### src/rtl/dpr_pkg.sv
package dpr_pkg;
  typedef enum logic [1:0] {
    SEL_NADDR = 2'd0,
    SEL_UADDR = 2'd1,
    SEL_DATA  = 2'd2,
    SEL_NONE  = 2'd3
  } sel_e;

  // Bits allowed to be set in a pipe-mode address: index byte plus hold bit.
  function automatic logic [31:0] pipe_legal_mask(input int idx_w, input int hold_bit);
    logic [31:0] m;
    m = '0;
    for (int i = 0; i < 32; i++) begin
      if (i >= 32 - idx_w) m[i] = 1'b1;
    end
    m[hold_bit] = 1'b1;
    return m;
  endfunction
endpackage

### src/rtl/dpr_classify.sv
module dpr_classify #(
  parameter int DW       = 32,
  parameter int RF_AW    = 16,
  parameter int PIPE_IW  = 8,
  parameter int HOLD_BIT = 18
) (
  input  logic [DW-1:0]      val,
  output logic               is_pipe,
  output logic               legal,
  output logic               hold,
  output logic [PIPE_IW-1:0] idx
);
  localparam logic [DW-1:0] LEGAL = DW'(dpr_pkg::pipe_legal_mask(PIPE_IW, HOLD_BIT));

  always_comb begin
    is_pipe = |val[DW-1:RF_AW];
    legal   = ((val & ~LEGAL) == '0);
    hold    = val[HOLD_BIT];
    idx     = val[DW-1:DW-PIPE_IW];
  end
endmodule

### src/rtl/dpr_mem_stream.sv
module dpr_mem_stream #(
  parameter int DW           = 32,
  parameter int PIPE_IW      = 8,
  parameter int MAW          = 64,
  parameter int MEM_LO_IDX   = 8'h20,
  parameter int MEM_HI_IDX   = 8'h21,
  parameter int MEM_DATA_IDX = 8'h22,
  parameter int STEP         = 4
) (
  input  logic               clk,
  input  logic               rst,
  input  logic               pw_en,
  input  logic [PIPE_IW-1:0] pw_idx,
  input  logic [DW-1:0]      pw_data,
  output logic               mem_we,
  output logic [MAW-1:0]     mem_addr,
  output logic [DW-1:0]      mem_wdata
);
  localparam int HW = MAW / 2;
  logic [MAW-1:0] ptr_q;

  always_ff @(posedge clk) begin
    if (rst) begin
      ptr_q     <= '0;
      mem_we    <= 1'b0;
      mem_addr  <= '0;
      mem_wdata <= '0;
    end else begin
      mem_we <= 1'b0;
      if (pw_en) begin
        if (pw_idx == PIPE_IW'(MEM_LO_IDX)) begin
          ptr_q[HW-1:0] <= HW'(pw_data);
        end else if (pw_idx == PIPE_IW'(MEM_HI_IDX)) begin
          ptr_q[MAW-1:HW] <= HW'(pw_data);
        end else if (pw_idx == PIPE_IW'(MEM_DATA_IDX)) begin
          mem_we    <= 1'b1;
          mem_addr  <= ptr_q;
          mem_wdata <= pw_data;
          ptr_q     <= ptr_q + MAW'(STEP);
        end
      end
    end
  end
endmodule

### src/rtl/dataport_router.sv
module dataport_router #(
  parameter int DW       = 32,
  parameter int RF_AW    = 16,
  parameter int PIPE_IW  = 8,
  parameter int HOLD_BIT = 18,
  parameter int MAW      = 64,
  parameter logic [(1<<PIPE_IW)-1:0] VOID_MASK =
    ((1<<PIPE_IW))'(1) << 5 | ((1<<PIPE_IW))'(1) << 16,
  parameter int MEM_LO_IDX   = 8'h20,
  parameter int MEM_HI_IDX   = 8'h21,
  parameter int MEM_DATA_IDX = 8'h22
) (
  input  logic               clk,
  input  logic               rst,
  input  logic               wr_en,
  input  logic [1:0]         wr_sel,
  input  logic [DW-1:0]      wr_data,
  output logic               rf_we,
  output logic [RF_AW-1:0]   rf_addr,
  output logic [DW-1:0]      rf_wdata,
  output logic               pipe_we,
  output logic [PIPE_IW-1:0] pipe_idx,
  output logic [DW-1:0]      pipe_wdata,
  output logic               mem_we,
  output logic [MAW-1:0]     mem_addr,
  output logic [DW-1:0]      mem_wdata,
  output logic               err
);
  import dpr_pkg::*;

  localparam int            NADR    = 2;
  localparam logic [DW-1:0] IDX_INC = DW'(1) << (DW - PIPE_IW);

  logic [DW-1:0]      addr_q [NADR];
  logic [DW-1:0]      addr_d [NADR];
  logic               act_q, act_d;
  logic [DW-1:0]      cur;

  // Classification of the active address and of the incoming word.
  logic               c_pipe, c_legal, c_hold;
  logic [PIPE_IW-1:0] c_idx;
  logic               w_pipe, w_legal, w_hold;
  logic [PIPE_IW-1:0] w_idx;

  logic               rf_en, pw_en, err_d;
  logic [PIPE_IW-1:0] pw_idx;
  logic [DW-1:0]      pw_data;

  assign cur = addr_q[act_q];

  dpr_classify #(.DW(DW), .RF_AW(RF_AW), .PIPE_IW(PIPE_IW), .HOLD_BIT(HOLD_BIT)) u_cls_cur (
    .val(cur), .is_pipe(c_pipe), .legal(c_legal), .hold(c_hold), .idx(c_idx)
  );

  dpr_classify #(.DW(DW), .RF_AW(RF_AW), .PIPE_IW(PIPE_IW), .HOLD_BIT(HOLD_BIT)) u_cls_new (
    .val(wr_data), .is_pipe(w_pipe), .legal(w_legal), .hold(w_hold), .idx(w_idx)
  );

  always_comb begin
    addr_d  = addr_q;
    act_d   = act_q;
    rf_en   = 1'b0;
    pw_en   = 1'b0;
    err_d   = 1'b0;
    pw_idx  = c_idx;
    pw_data = wr_data;
    if (wr_en) begin
      case (wr_sel)
        SEL_NADDR, SEL_UADDR: begin
          addr_d[wr_sel[0]] = wr_data;
          act_d             = wr_sel[0];
          if (w_pipe) begin
            if (!w_legal) begin
              err_d = 1'b1;
            end else if (VOID_MASK[w_idx]) begin
              pw_en   = 1'b1;
              pw_idx  = w_idx;
              pw_data = '0;
            end
          end
        end
        SEL_DATA: begin
          if (!c_pipe) begin
            rf_en         = 1'b1;
            addr_d[act_q] = cur + DW'(1);
          end else if (!c_legal) begin
            err_d = 1'b1;
          end else begin
            pw_en = 1'b1;
            if (!c_hold) addr_d[act_q] = cur + IDX_INC;
          end
        end
        default: ;
      endcase
    end
  end

  always_ff @(posedge clk) begin
    if (rst) begin
      for (int i = 0; i < NADR; i++) addr_q[i] <= '0;
      act_q      <= 1'b0;
      rf_we      <= 1'b0;
      rf_addr    <= '0;
      rf_wdata   <= '0;
      pipe_we    <= 1'b0;
      pipe_idx   <= '0;
      pipe_wdata <= '0;
      err        <= 1'b0;
    end else begin
      addr_q  <= addr_d;
      act_q   <= act_d;
      rf_we   <= rf_en;
      pipe_we <= pw_en;
      err     <= err_d;
      if (rf_en) begin
        rf_addr  <= cur[RF_AW-1:0];
        rf_wdata <= wr_data;
      end
      if (pw_en) begin
        pipe_idx   <= pw_idx;
        pipe_wdata <= pw_data;
      end
    end
  end

  dpr_mem_stream #(
    .DW(DW), .PIPE_IW(PIPE_IW), .MAW(MAW),
    .MEM_LO_IDX(MEM_LO_IDX), .MEM_HI_IDX(MEM_HI_IDX), .MEM_DATA_IDX(MEM_DATA_IDX)
  ) u_mem (
    .clk(clk), .rst(rst), .pw_en(pw_en), .pw_idx(pw_idx), .pw_data(pw_data),
    .mem_we(mem_we), .mem_addr(mem_addr), .mem_wdata(mem_wdata)
  );
endmodule

### config.mk
export PLATFORM = sky130hd
export DESIGN_NAME = dataport_router
export DESIGN_NICKNAME = d
export VERILOG_FILES = /design/src/rtl/dpr_pkg.sv /design/src/rtl/dpr_classify.sv /design/src/rtl/dpr_mem_stream.sv /design/src/rtl/dataport_router.sv
export SDC_FILE = /design/constraint.sdc
export NUM_CORES = 1
export LEC_CHECK = 0
export ABC_AREA = 1
export BUFFER_PORTS_ARGS = -buffer_cell sky130_fd_sc_hd__buf_2
export CELL_PAD_IN_SITES_DETAIL_PLACEMENT = 1
export CELL_PAD_IN_SITES_GLOBAL_PLACEMENT = 1
export CORE_MARGIN = 2
export CORE_UTILIZATION = 44
export DETAILED_ROUTE_END_ITERATION = 8
export PLACE_DENSITY_LB_ADDON = 0.1
export SETUP_SLACK_MARGIN = 0.3
export SLEW_MARGIN = 40
export SYNTH_ARGS = -nofsm -noshare
export SYNTH_HDL_FRONTEND = slang
export SYNTH_SLANG_ARGS = --single-unit
### constraint.sdc
create_clock -name clk -period 3.4 [get_ports clk]
set_input_delay 0.34 -clock clk [delete_from_list [all_inputs] [get_ports clk]]
set_output_delay 0.34 -clock clk [all_outputs]
set_load 0.01 [all_outputs]
==> metrics.md <==
| Metric | Value |
|---|---|
| Status | `completed` |
| Seq cells post-synth | `317` |
| Area enclosed by the die boundary | `around 0.039 mm2` |
| CP arrival | `3.43 ns` |
| Sw Pwr | `about 2.8 mW` |
| Share of the yosys chip area belonging to registers | `0.3896` |
| Post-synthesis instance area | `0.01629 mm2` |
| CP Cell Sequence | `buf_12 > nand2_1 > o21ai_1 > buf_4 > inv_1 > nand2_1 > nand2_1 > nand2_1 > inv_1 > o21ai_1 > nor2_4 > buf_4 > buf_4 > nor2_1 > nor2_1` |
| Combinational family with the most area after synthesis | `simple AND/OR/NAND/NOR gates` |
| Crit-path max FO | `23` |
| Post-route ant nets | `0` |
| Pre-Repair DR Iteration Count | `5` |
| Comb power frac | `0.150` |
| Global-route wire length before repair | `111900 um` |
| Fraction of final layout cells with drive strength greater than 1 | `0.1625` |
| Critical path buffer and inverter count | `6` |
| Routed wirelength normalized by instance count | `23.31 um` |
| Pin count of the biggest net entering global routing | `91` |
| DP HPWL | `52330 um` |
| Worst-path cell with the longest stage delay | `o21ai_1` |
| Mean cell area of the mapped netlist | `6.618 um2` |
| Category of the critical setup timing path | `register to register` |
| Clock edge transition at the registers on the reported setup and hold paths | `roughly 0.060 ns` |
| Clk Latency, worst-skew pair | `0.57 ns` |
| Part of the cycle the worst path needs | `0.8764` |
| Power Internal | `6.681 mW` |
| Cell family with the largest share of critical-path delay | `buffers and inverters` |
| Crit end category | `register` |
| I/O pin cnt | `roughly 230` |
| Number of design-rule violations left by the first detailed-router iteration | `roughly 1200` |
| Post-placement cell count | `approximately 3100` |
| Part of the power in the clock network | `0.437` |
| Area delta synth->final | `18.78%` |
| Post-Synthesis Cells | `2461` |
| CORE AREA | `~0.037 mm2` |
| Max Clock Skew | `0.02460 ns` |
| Slew margin rel. | `0.5061` |
| Count of distinct cell types in the synthesized netlist | `42` |
| Number of non-filler instances in the completed layout | `3172` |
| TritonCTS clock tree | `done` |
| Maximum cell stage delay along the critical path | `0.56 ns` |
| Routed via count | `approximately 18000` |
| Proportion of total power due to net switching | `0.2978` |
| Post-synthesis share of cell area spent on and, or, nand and nor gates | `0.3291` |
| # rows | `70` |
| Kind of launch point of the worst setup path | `register` |
| Arithmetic-cell share of the synthesized area counting full adders, half adders and majority gates | `0.003841` |
| Net count after synthesis | `2503` |
| Slew @ Worst Pin | `0.7400 ns` |
| Final hold violations | `0` |
| Vertical extent of the die | `just under 200 um` |
| Final worst path period need | `2.980 ns` |
| Deepest clock path buffer count | `3` |
| Cell chosen for the clock root | `clkbuf_16` |
| Required time at the worst-slack endpoint | `between 3 and 4 ns` |
| Post-synthesis xor/xnor area fraction | `0.03657` |
| Seq pwr share | `0.413` |
| Number of H-tree branching levels | `2` |
| RSZ-0062 raised after global routing | `no` |
| Final setup violation count | `0` |
| Synthesized-area fraction occupied by ao, oa, aoi and oai cells | `0.1579` |
| Count of hold-fix buffers inserted at cts | `0` |
| DRC Markers | `0` |
| Fillcell total | `4921` |
| Via-per-instance ratio | `5.704` |
| Highest Clock Rate | `335.6 MHz` |
| Power density cells | `491.8 mW/mm2` |
| Max-cap check violation count | `0` |
| Die width | `~200 um` |
| Number of CTS-inserted buffers | `37` |
| Path category of the worst min-delay check | `primary input to register` |
| Static leakage | `8.602 nW` |
| Total Nets Final | `2717` |
| Peak supply drop | `0.0003428 V` |
| Clock sink total | `roughly 320` |
| Via count of the first global-routing pass | `18931` |
| IO buf count | `224` |
| Final setup TNS | `0 ns` |
| Post-Route WL | `73920 um` |
| Starting Density | `0.4459` |
| GRT overflow | `0` |
| Most frequent cell on the critical path | `nand2_1` |
| Routability-driven placement congestion ratio | `0.9608` |
| Total Routing Usage GR | `0.3789` |
| Mux contribution to synthesized area | `0` |
| Antenna violations before repair | `5` |
| Count of synthesis-stage warnings from yosys | `0` |
| Max-slew violations | `0` |
power groups by stage:
stage               combinational (mW)  sequential, mW  clock [mW]
floorplan                        0.834            4.00           0
global placement                  1.34            4.00           0
detailed placement                1.37            4.00           0
CTS                               1.38            3.92        4.18
global route                      1.54            3.94        4.33
finish                            1.43            3.93        4.16
metrics by stage:
| step | util | hold WS, ns | setup slack (ns) | power, mW | cell area, um2 |
|---|---|---|---|---|---|
| after floorplan | - | 0.4401 | 1.112 | 4.832 | 16290 |
| after global placement | 0.4904 | 0.4463 | 0.3098 | 5.336 | 17910 |
| after detailed placement | 0.4904 | 0.4577 | 0.1624 | 5.369 | 17910 |
| after CTS | 0.5259 | 0.05286 | 0.2975 | 9.488 | 19210 |
| after global routing | 0.5297 | 0.07081 | 0.3169 | 9.804 | 19350 |
| final | 0.5297 | 0.06115 | 0.4204 | 9.515 | 19350 |
cell usage in the layout (no fill, tap or decap), types with 3 or more instances in the layout:
cell       instances
dfxtp_1          316
o21ai_0          198
nand2_1          534
clkbuf_8           9
clkinv_2           3
nand2_4            3
nor2_8             3
diode_2            3
inv_1            159
nor2_2            13
buf_4             71
nor3_1            56
nand4_1           33
o22ai_1           13
bufinv_16          3
ha_1               5
xnor2_1           15
clkbuf_1           8
nor2_1           436
nand2_2           21
nand3_1          147
nand3b_1           3
a22oi_1           10
buf_12             6
a31oi_1            8
xor2_1            53
clkbuf_16         38
inv_2             13
o21ai_1           63
nand3_2            3
nor2_4            10
inv_6              3
buf_2            224
a21oi_1          197
synthesized netlist by cell type, drive strengths merged:
master  instances  area share
and2            1     0.00038
a22oi          10      0.0046
nor3           57       0.018
nor2b           1     0.00038
clkinv          4     0.00092
inv           173       0.040
o221ai          2      0.0011
nand3b          3      0.0014
a21oi         197       0.061
clkbuf         60       0.014
xor2           53       0.029
xnor2          15      0.0081
a31oi           8      0.0031
nor2          460        0.11
a211oi          2     0.00092
buf            71       0.028
nand2         558        0.13
o21a            1     0.00046
dfxtp         317        0.39
nand3         151       0.048
o21ai         264       0.082
or2             2     0.00077
ha              5      0.0038
o22ai          13      0.0050
nand4          33       0.013
logic make-up (layout without fill, tap and decap cells):
group                      count (synthesis)  after routing
AOI/OAI and AO/OA                        497            497
xor gates and xnor gates                  68             68
other                                      0              3
buffers and inverters                    308            546
adders and majority gates                  5              5
DFF                                      317            317
and+or+nand+nor                         1266           1268
flip-flops by register name (all words and copies together) (netlist names), 8 cells and up:
name	cells
addr_q	64
u_mem.ptr_q	64
rf_wdata	32
u_mem.mem_wdata	32
rf_addr	16
pipe_idx	8
pipe_wdata	32
u_mem.mem_addr	64
routing by layer:
layer	up-vias	wire length, um	track usage
met5	-	12	0
met4	2	5360	0.2464
met3	240	4448	0.06674
met2	654	35480	0.6543
met1	8789	28630	0.4321
li1	8409	-	-
area by class of cell:
class,count,area [um2],area share
inverters,177,683.2,0.03531
diodes,3,7.507,0.0003880
repair buffers,304,1859,0.09611
clock inverters,11,162.7,0.008408
clock buffers,54,1080,0.05581
multi-input cells,1838,8618,0.4455
flip-flops and latches,317,6350,0.3282
well taps,468,585.6,0.03027
what timing repair did:
action,in CTS,in global routing
pin swaps,2,4
gates resized for setup,1,11
buffers inserted,0,7
setup endpoints to repair,30,168
cloned,3,1
final timing paths:
kind	startpoint	endpoint	slack, ns	depth (start not counted)
worst max-delay path	act_q	u_mem.ptr_q[55]	0.42	15
worst min-delay path	wr_data[9]	pipe_wdata[9]	0.06	3
worst min register to register	pipe_wdata[26]	pipe_wdata[26]	0.46	2
worst max register to register	act_q	u_mem.ptr_q[55]	0.42	15
worst reg2reg max path, delay by kind of cell, from the launching register on:
kind                   cells  cell delay (ns)
buffers and inverters      6             0.95
and+or+nand+nor            7             0.78
AOI/OAI and AO/OA          2             0.70
DFF                        1             0.43
(Power assumes the default switching activity.)
